===== src/rtl/fpm_pkg.sv =====
// Shared types for the page-mode DRAM controller.
// Assumes: one outstanding operation at a time.
package fpm_pkg;

    typedef enum logic [2:0] {
        ST_IDLE,   // row strobe high, precharge already satisfied
        ST_ACT,    // row strobe low, row address held
        ST_COL,    // column address set up, CAS high
        ST_CAS,    // byte-lane CAS strobes low
        ST_OPEN,   // page open, waiting for the next request
        ST_PRE     // row strobe high, precharge running
    } fpm_state_t;

    // Largest of three cycle counts, used to size the shared counter.
    function automatic int max3(input int a, input int b, input int c);
        int m;
        m = (a > b) ? a : b;
        return (m > c) ? m : c;
    endfunction

endpackage


===== src/rtl/fpm_delay_cnt.sv =====
// Down-counter that times one interval at a time.
// Assumes: load_val is the interval length minus one; done is high on its last cycle.
module fpm_delay_cnt #(
    parameter int W = 4
) (
    input  logic         clk,
    input  logic         rst_n,
    input  logic         load,
    input  logic [W-1:0] load_val,
    output logic         done
);
    logic [W-1:0] cnt;

    // Load on request, otherwise count down to zero and hold.
    always_ff @(posedge clk) begin
        if (!rst_n)          cnt <= '0;
        else if (load)       cnt <= load_val;
        else if (cnt != '0)  cnt <= cnt - 1'b1;
    end

    assign done = (cnt == '0);
endmodule


===== src/rtl/fpm_page_age.sv =====
// Counts cycles since the row strobe fell.
// Flags the minimum low time and the point where the page must be closed.
// Assumes: clear is pulsed on the edge that opens a row.
module fpm_page_age #(
    parameter int W       = 10,
    parameter int MIN_AGE = 4,
    parameter int LIMIT   = 900
) (
    input  logic clk,
    input  logic rst_n,
    input  logic clear,
    input  logic run,
    output logic min_met,
    output logic expired
);
    localparam logic [W-1:0] SAT = '1;
    logic [W-1:0] age;

    // Restart on row open, saturating increment while the row is low.
    always_ff @(posedge clk) begin
        if (!rst_n)                  age <= '0;
        else if (clear)              age <= '0;
        else if (run && age != SAT)  age <= age + 1'b1;
    end

    assign min_met = (age >= W'(MIN_AGE));
    assign expired = (age >= W'(LIMIT));
endmodule


===== src/rtl/fpm_addr_mux.sv =====
// Puts the row or the column on the shared address pins.
// Assumes: the narrower field is zero-extended to the pin width.
module fpm_addr_mux #(
    parameter int ROW_W = 10,
    parameter int COL_W = 10,
    parameter int PIN_W = 10
) (
    input  logic [ROW_W-1:0] row,
    input  logic [COL_W-1:0] col,
    input  logic             sel_col,
    output logic [PIN_W-1:0] pins
);
    logic [PIN_W-1:0] row_x, col_x;

    // Widen each field to the pin width, choosing the form by parameter.
    generate
        if (ROW_W == PIN_W) begin : g_row_eq
            assign row_x = row;
        end else begin : g_row_pad
            assign row_x = {{(PIN_W-ROW_W){1'b0}}, row};
        end
        if (COL_W == PIN_W) begin : g_col_eq
            assign col_x = col;
        end else begin : g_col_pad
            assign col_x = {{(PIN_W-COL_W){1'b0}}, col};
        end
    endgenerate

    assign pins = sel_col ? col_x : row_x;
endmodule


===== src/rtl/fpm_dram_ctrl.sv =====
// Page-mode controller for a 1M x 16 multiplexed-address asynchronous DRAM.
// Keeps a row open across same-row requests and uses the two CAS strobes as
// byte-lane selects. All analog timings are parameters in clock cycles.
// Assumes: every T_* parameter is at least 1, the byte enables are non-zero,
// and refresh is scheduled elsewhere.
module fpm_dram_ctrl #(
    parameter int ROW_W         = 10,
    parameter int COL_W         = 10,
    parameter int DATA_W        = 16,
    parameter int T_RCD_CYC     = 2,
    parameter int T_CAS_CYC     = 2,
    parameter int T_RP_CYC      = 3,
    parameter int T_RAS_MIN_CYC = 5,
    parameter int RAS_MAX_CYC   = 1000
) (
    input  logic                   clk,
    input  logic                   rst_n,
    input  logic                   dram_close_idle,
    input  logic                   req_valid,
    output logic                   req_ready,
    input  logic                   req_write,
    input  logic [ROW_W+COL_W-1:0] req_addr,
    input  logic [1:0]             req_be,
    input  logic [DATA_W-1:0]      req_wdata,
    output logic                   rsp_valid,
    output logic [DATA_W-1:0]      rsp_rdata,
    output logic [((ROW_W>COL_W)?ROW_W:COL_W)-1:0] dram_a,
    output logic                   dram_ras_n,
    output logic                   dram_lcas_n,
    output logic                   dram_ucas_n,
    output logic                   dram_we_n,
    output logic                   dram_oe_n,
    output logic [DATA_W-1:0]      dram_dq_out,
    output logic                   dram_dq_oe,
    input  logic [DATA_W-1:0]      dram_dq_in
);
    import fpm_pkg::*;

    localparam int ADDR_W  = ROW_W + COL_W;
    localparam int PIN_W   = (ROW_W > COL_W) ? ROW_W : COL_W;
    localparam int CNT_W   = $clog2(max3(T_RCD_CYC, T_CAS_CYC, T_RP_CYC) + 1);
    localparam int AGE_W   = $clog2(RAS_MAX_CYC + 1);
    localparam int GUARD   = T_CAS_CYC + 3;             // worst extension after a late hit
    localparam int AGE_LIM = RAS_MAX_CYC - GUARD;
    localparam int MIN_AGE = T_RAS_MIN_CYC - 1;

    fpm_state_t          state, state_nx;
    logic [ROW_W-1:0]    cur_row;
    logic [COL_W-1:0]    op_col;
    logic [1:0]          op_be;
    logic                op_write;
    logic [DATA_W-1:0]   op_wdata;
    logic                cnt_load, cnt_done;
    logic [CNT_W-1:0]    cnt_val;
    logic                age_min, age_exp;
    logic                row_hit, accept, page_close;
    logic [1:0]          lane_low;

    // Same-row request while the page is still young enough.
    assign row_hit   = (state == ST_OPEN) && (req_addr[ADDR_W-1:COL_W] == cur_row) && !age_exp;
    assign req_ready = (state == ST_IDLE) || row_hit;
    assign accept    = req_valid && req_ready;

    // Reasons to leave an open page, gated by the minimum row-low time.
    assign page_close = age_min && (age_exp || (req_valid && !row_hit) ||
                                    (!req_valid && dram_close_idle));

    // Next state and interval counter loads.
    always_comb begin
        state_nx = state;
        cnt_load = 1'b0;
        cnt_val  = '0;
        unique case (state)
            ST_IDLE: if (accept) begin
                state_nx = ST_ACT;
                cnt_load = 1'b1;
                cnt_val  = CNT_W'(T_RCD_CYC - 1);
            end
            ST_ACT:  if (cnt_done) state_nx = ST_COL;
            ST_COL: begin
                state_nx = ST_CAS;
                cnt_load = 1'b1;
                cnt_val  = CNT_W'(T_CAS_CYC - 1);
            end
            ST_CAS:  if (cnt_done) state_nx = ST_OPEN;
            ST_OPEN: if (accept) begin
                state_nx = ST_COL;
            end else if (page_close) begin
                state_nx = ST_PRE;
                cnt_load = 1'b1;
                cnt_val  = CNT_W'(T_RP_CYC - 1);
            end
            ST_PRE:  if (cnt_done) state_nx = ST_IDLE;
            default: state_nx = ST_IDLE;
        endcase
    end

    // State register.
    always_ff @(posedge clk) begin
        if (!rst_n) state <= ST_IDLE;
        else        state <= state_nx;
    end

    // Capture the accepted operation; the row only when a page opens.
    always_ff @(posedge clk) begin
        if (!rst_n) begin
            cur_row  <= '0;
            op_col   <= '0;
            op_be    <= '0;
            op_write <= 1'b0;
            op_wdata <= '0;
        end else if (accept) begin
            if (state == ST_IDLE) cur_row <= req_addr[ADDR_W-1:COL_W];
            op_col   <= req_addr[COL_W-1:0];
            op_be    <= req_be;
            op_write <= req_write;
            op_wdata <= req_wdata;
        end
    end

    // Read capture at the last CAS-low cycle, with a one-cycle response pulse.
    always_ff @(posedge clk) begin
        if (!rst_n) begin
            rsp_valid <= 1'b0;
            rsp_rdata <= '0;
        end else begin
            rsp_valid <= (state == ST_CAS) && cnt_done && !op_write;
            if ((state == ST_CAS) && cnt_done && !op_write) rsp_rdata <= dram_dq_in;
        end
    end

    fpm_delay_cnt #(.W(CNT_W)) u_cnt (
        .clk(clk), .rst_n(rst_n), .load(cnt_load), .load_val(cnt_val), .done(cnt_done)
    );

    fpm_page_age #(.W(AGE_W), .MIN_AGE(MIN_AGE), .LIMIT(AGE_LIM)) u_age (
        .clk(clk), .rst_n(rst_n),
        .clear((state == ST_IDLE) && accept),
        .run(!dram_ras_n),
        .min_met(age_min), .expired(age_exp)
    );

    fpm_addr_mux #(.ROW_W(ROW_W), .COL_W(COL_W), .PIN_W(PIN_W)) u_amux (
        .row(cur_row), .col(op_col),
        .sel_col((state == ST_COL) || (state == ST_CAS)),
        .pins(dram_a)
    );

    // One column strobe per byte lane.
    generate
        for (genvar i = 0; i < 2; i++) begin : g_lane
            assign lane_low[i] = (state == ST_CAS) && op_be[i];
        end
    endgenerate

    assign dram_ras_n  = (state == ST_IDLE) || (state == ST_PRE);
    assign dram_lcas_n = !lane_low[0];
    assign dram_ucas_n = !lane_low[1];
    assign dram_dq_oe  = op_write && ((state == ST_COL) || (state == ST_CAS));
    assign dram_we_n   = !dram_dq_oe;
    assign dram_oe_n   = !(!op_write && (state == ST_CAS));
    assign dram_dq_out = op_wdata;

endmodule


===== config.mk =====
export PLATFORM = sky130hd
export DESIGN_NAME = fpm_dram_ctrl
export DESIGN_NICKNAME = d
export VERILOG_FILES = /design/src/rtl/fpm_pkg.sv /design/src/rtl/fpm_delay_cnt.sv /design/src/rtl/fpm_page_age.sv /design/src/rtl/fpm_addr_mux.sv /design/src/rtl/fpm_dram_ctrl.sv
export SDC_FILE = /design/constraint.sdc
export NUM_CORES = 1
export LEC_CHECK = 0
export BUFFER_PORTS_ARGS = -buffer_cell sky130_fd_sc_hd__buf_2
export CAP_MARGIN = 20
export CORE_MARGIN = 8
export CORE_UTILIZATION = 32
export CTS_BUF_LIST = sky130_fd_sc_hd__clkbuf_4 sky130_fd_sc_hd__clkbuf_8 sky130_fd_sc_hd__clkbuf_16
export CTS_CLUSTER_SIZE = 28
export DETAILED_ROUTE_END_ITERATION = 8
export GPL_ROUTABILITY_DRIVEN = 0
export PLACE_DENSITY = 0.57
export SYNTH_ARGS = -nofsm -noshare
export SYNTH_HDL_FRONTEND = slang
export SYNTH_SLANG_ARGS = --single-unit

===== constraint.sdc =====
create_clock -name clk -period 3.2 [get_ports clk]
set_clock_uncertainty 0.2 [all_clocks]
set_input_delay 0.16 -clock clk [delete_from_list [all_inputs] [get_ports clk]]
set_output_delay 0.16 -clock clk [all_outputs]
set_load 0.1 [all_outputs]

# Yosys cells after proc, flatten, opt, wreduce, memory -nomap -nowiden

Index checks and enable logic that the tools add are counted.
Widths: inputs -> output; s select.

Bits in registers: 71
Latch bits: 0
RAM bits: 0
Bits in read-only memories: 0
Input port bits: 59
Output and inout bits: 50
Logic and storage cells: 80
Memories: 0

$add $sub $neg: 2
Multipliers: 0
Divide/modulo/power cells: 0
Magnitude comparators: 2
Eq/ne operators: 12
Shifts and indexed selects: 0
Multiplexer cells: 18
Bitwise logic cells: 1
Reduce and logical (&&, ||, !) cells: 35

Operators with widths:

| cell                  | number |
|---|---|
| $mux 3                | 6 |
| $pmux 3 s6            | 1 |
| $logic_and 1x1->1     | 14 |
| $add 10x1->10 const B | 1 |
| $eq 10x10->1          | 1 |
| $ge 10x10->1 const B  | 1 |
| $ge 10x3->1 const B   | 1 |
| $mux 10               | 1 |
| $ne 10x10->1 const B  | 1 |
| $logic_not 1->1       | 9 |
| $mux 2                | 4 |
| $ne 2x2->1 const B    | 4 |
| $eq 3x2->1 const B    | 2 |
| $eq 3x3->1 const B    | 2 |
| $pmux 2 s3            | 1 |
| $logic_or 1x1->1      | 5 |
| $reduce_and 5->1      | 1 |
| $mux 1                | 4 |
| $reduce_bool 2->1     | 2 |
| $eq 3x1->1 const B    | 1 |
| $logic_not 3->1       | 1 |
| $ne 3x3->1 const B    | 1 |
| $pmux 1 s3            | 1 |
| $logic_not 2->1       | 1 |
| 4 further kinds       | 4 |

# Logic depth before layout (Yosys ltp)

Depth after elaboration: 12
Depth in mapped cells: 9
Depth with buffers taken out: 8

# Cells and area by module

Synthesis repeated with hierarchy kept, for this count alone.

Cell total of the unflattened synthesis: 391
Area total of the unflattened synthesis: 3398.3 sq um

Modules (own cells, without submodules):

| module        | times used | cells each | area each (sq um) | seq. area each (sq um) |
|---|---|---|---|---|
| fpm_dram_ctrl | 1          | 300        | 2532.4            | 1181.1 |
| fpm_page_age  | 1          | 67         | 580.6             | 200.2 |
| fpm_addr_mux  | 1          | 11         | 161.4             | 0.0 |
| fpm_delay_cnt | 1          | 13         | 123.9             | 40.0 |

# Least setup slack after synthesis

No wires, ideal clock.

Path kind: register to register
Start: register state[0]
End: register u_age.age[5]
Arrival time: 2.643 ns
Data required time: 2.877 ns
Path slack: 0.233 ns
Stages on the path, launching flop included: 8
Buffers on the path: 1
Period minus slack after synthesis: 2.967 ns
Cells stage by stage: dfxtp_1 buf_2 xor2_1 nor2_1 a41oi_2 nand3_1 xor2_1 nor2_1

RTL lines:

| element                                              | line                 | text |
|---|---|---|
| start, declared                                      | fpm_dram_ctrl.sv:47  | `fpm_state_t state, state_nx;` |
| start signal, assigned                               | fpm_dram_ctrl.sv:101 | `else state <= state_nx;` |
| $eq 3x3->1 / $logic_not 3->1 (equally long branches) | fpm_dram_ctrl.sv:156 | `assign dram_ras_n = (state == ST_IDLE) \|\| (state == ST_PRE);` |
| $logic_or 1x1->1 (*)                                 | fpm_dram_ctrl.sv:156 |  |
| net dram_ras_n                                       | fpm_dram_ctrl.sv:28  | `output logic dram_ras_n,` |
| $logic_not 1->1 (*)                                  | fpm_dram_ctrl.sv:139 | `.run(!dram_ras_n),` |
| $logic_and 1x1->1 (*)                                | fpm_page_age.sv:23   | `else if (run && age != SAT) age <= age + 1'b1;` |
| end signal, assigned                                 | fpm_page_age.sv:23   |  |
| end, declared                                        | fpm_page_age.sv:17   | `logic [W-1:0] age;` |

The timed path passes the listed nets; every way through them passes the cells marked *.
A chain may end at the register's enable or synchronous reset.

# Worst setup path after layout

Start: register state[2]
End: output port req_ready

Word-level cells in the longest chain between the ends: 4

RTL lines:

| element                        | line                | text |
|---|---|---|
| $eq 3x3->1                     | fpm_dram_ctrl.sv:60 | `assign row_hit = (state == ST_OPEN) && (req_addr[ADDR_W-1:COL_W] == cur_row) && !age_exp;` |
| $logic_and 1x1->1 (2 in a row) | fpm_dram_ctrl.sv:60 |  |
| $logic_or 1x1->1 (*)           | fpm_dram_ctrl.sv:61 | `assign req_ready = (state == ST_IDLE) \|\| row_hit;` |
| end, declared                  | fpm_dram_ctrl.sv:20 | `output logic req_ready,` |

Every way passes the cells marked *; elsewhere a longest branch is shown, timed or not.

==> metrics.md <==
| Metric | Value |
|---|---|
| Status | `completed` |
| Area grow syn2layout | `43.3%` |
| PwrDens | `between 700 and 800 nW/µm²` |
| Final Cycle Share | `94.8%` |
| Unrepaired setup endpoints after global routing | `no` |
| Tot GR Track Use | `14.4%` |
| Top post-synthesis cells by area | `dfxtp_1 (44%), nand2_1 (15%), nand3_1 (5.4%)` |
| Vias | `between 3000 and 4000` |
| Vias in the first global route | `about 3300` |
| Initial antenna violation count | `0` |
| Port-buffer cells | `108` |
| CTS Buffer Depth | `2` |
| Number of max-cap violations | `0` |
| Worst Max-Slew Pin Slew | `680 ps` |
| Clock-pin slew on the worst setup and hold paths | `roughly 80 ps` |
| Worst EP required | `between 2000 and 3000 ps` |
| Starting Density | `33.0%` |
| Most common flop cell mapped by yosys | `dfxtp_1` |
| Core Region | `9820 µm²` |
| Vias per inst | `4.62` |
| Slew headroom | `around 54%` |
| Worst setup EP type | `output port` |
| Clock root buffer | `clkbuf_8` |
| ANT nets after route | `0` |
| Final #Nets | `around 630` |
| Post-CTS setup repair buffer count | `0` |
| Post-synth top area cell | `dfxtp_1` |
| Layout cells sized above 1 | `around a quarter` |
| DRC Markers | `0` |
| Top post-synthesis cells by count | `nand2_1 (126), dfxtp_1 (71), nand3_1 (35)` |
| Final min period | `between 3000 and 4000 ps` |
| Post-DR wirelength/cell | `13.6 µm` |
| Post-Route WL | `9670 µm` |
| Post-Synthesis Mean Instance Area | `7.70 µm²` |
| Fin area | `around 4600 µm²` |
| Sequential share of the synthesized area | `about 44%` |
| Clock latency at the later pin of the worst-skew pair | `roughly 340 ps` |
| Hold_ws | `~56 ps` |
| Cell Area, Synth | `3240 µm²` |
| Post-synth top area share | `43.8%` |
| Global-route wire length before repair | `around 16000 µm` |
| Worst Hold Class | `in -> reg` |
| Most common cell in the netlist | `nand2_1` |
| Num CTS Buffers | `9` |
| H-Tree Depth | `3` |
| Ys async rst share | `0%` |
| Leakage power | `between 2 and 2.5 nW` |
| Setup violators final | `0` |
| CP Data Arrival Time | `~2700 ps` |
| DIE AREA | `between 10000 and 15000 µm²` |
| Clk sink count | `71` |
| Pins Over Slew Limit | `0` |
| Fillers | `around 1000` |
| # rows | `36` |
| Top-level I/O count | `roughly 110` |
| Drt pass-1 iters | `4` |
| Peak supply drop | `between 0.3 and 0.4 mV` |
| Setup CP Type | `reg -> out` |
| Number of synthesized register bits | `slightly above 70` |
| Post-synth net total | `483` |
| Ys Warns | `0` |
| Unique masters post-synth | `43` |
| Placed cell areas | `3870 µm²` |
| Max Clk Rate | `around 330 MHz` |
| Largest net degree at the start of global routing | `59` |
| Critical Path Fanout Max | `12` |
| Total negative slack | `0 ps` |
| Chip Width | `117 µm` |
| CTS tree | `done` |
| Post-synth EDFFs | `0` |
| Initial DRC count | `100` |
| Detail Placement HPWL | `roughly 6800 µm` |
| Diodes inserted | `0` |
| Fin. Hold Viols | `0` |
| Post-Syn Instances | `between 400 and 500` |
| Grt total ovfl | `0` |
| Critical Path Source Type | `flip-flop` |
| Overall die height | `roughly 120 µm` |
[cell families (layout without fill, tap and decap cells)]
kind of cell	after synthesis	after routing	share of synthesized area (%)
and+or+nand+nor	214	214	28.7
AOI/OAI and AO/OA	75	75	15.7
DFF	71	71	43.8
buffers and inverters	37	193	4.94
xor gates and xnor gates	21	21	5.67
adders and majority gates	3	3	1.16
[through the flow]
stage / utilization (%) / setup slack [ps] / power [mW] / std cells
after floorplan: - / 233 / 2.49 / 421
after global placement: 39.4 / 531 / 2.77 / 639
after detailed placement: 39.4 / 461 / 2.78 / 639
after CTS: 47.3 / 65.2 / 3.65 / 710
after global routing: 47.3 / 20.5 / 3.81 / 710
final: 47.3 / 165 / 3.61 / 710
[routing by layer]
metal / vias to the layer above / GRT usage, % / share of wire, %
met4: 0 / 3.67 / 0.90
li1: 1696 / - / -
met3: 10 / 6.00 / 9.1
met1: 1465 / 16.1 / 42
met5: - / 0 / 0
met2: 109 / 24.6 / 47
[power by group]
part | total, mW | switching, mW | internal (mW) | leakage (nW)
registers | 1.13 | 0.106 | 1.03 | 0.579
clock network | 0.799 | 0.342 | 0.458 | 0.116
logic | 1.68 | 1.28 | 0.407 | 1.33
[state kept, by name (all words and copies together), names as in the netlist]
register	count
dram_dq_out	16
rsp_rdata	16
cur_row	10
op_col	10
u_age.age	10
state	3
op_be	2
u_cnt.cnt	2
op_write	1
rsp_valid	1
[cells in the final DEF, fill, tap and decap left out, drive strengths merged]
cell type,count
o211ai,1
nor2b,3
o21ai,32
or3b,1
o31ai,1
nand4,5
clkbuf,11
a2111oi,1
inv,8
nand2b,3
ha,3
buf,113
clkinv,4
o22ai,1
nor4b,1
xnor2,11
nand2,126
and3b,1
nor3,5
nor2,21
a22oi,1
o221a,1
o41ai,1
a21boi,26
and3,3
or2,2
nor3b,2
a31o,1
bufinv,2
o31a,1
dfxtp,71
xor2,10
dlygate4sd3,55
or3,3
a41oi,1
or4,1
and2,2
nand3,35
a21oi,6
o2111ai,1
[path summary, 6_finish.rpt]
kind / to / slack (ps) / cells after the start / startpoint
worst max-delay path: req_ready / 160 / 5 / state[2]$_SDFFE_PN0P_
worst max register to register: dram_dq_out[11]$_SDFFE_PN0P_ / 430 / 7 / state[2]$_SDFFE_PN0P_
worst min-delay path: state[0]$_SDFFE_PN0P_ / 60 / 3 / req_valid
worst min register to register: dram_dq_out[10]$_SDFFE_PN0P_ / 250 / 2 / dram_dq_out[10]$_SDFFE_PN0P_
[layout make-up]
type,count,area [µm²],area share [%]
Sequential cell,71,1420,30.6
Timing Repair Buffer,169,1140,24.5
Clock inverter,6,83.8,1.80
Tap cell,133,166,3.58
Multi-Input combinational cell,313,1670,35.9
Inverter,8,30.0,0.646
Clock buffer,10,138,2.96
[critical path: stages, from the launching register on]
cell	delay, ps
dfxtp_1	560
or3b_1	430
or3_1	420
a2111oi_4	380
or2_2	210
clkbuf_4	330
[repair_timing]
| action | 4_1_cts | 5_1_grt |
|---|---|---|
| hold endpoints to repair | 55 | 0 |
| resized for setup | 0 | 1 |
| hold buffers | 55 | 0 |
| setup endpoints to repair | 0 | 1 |
(Power assumes the default switching activity.)
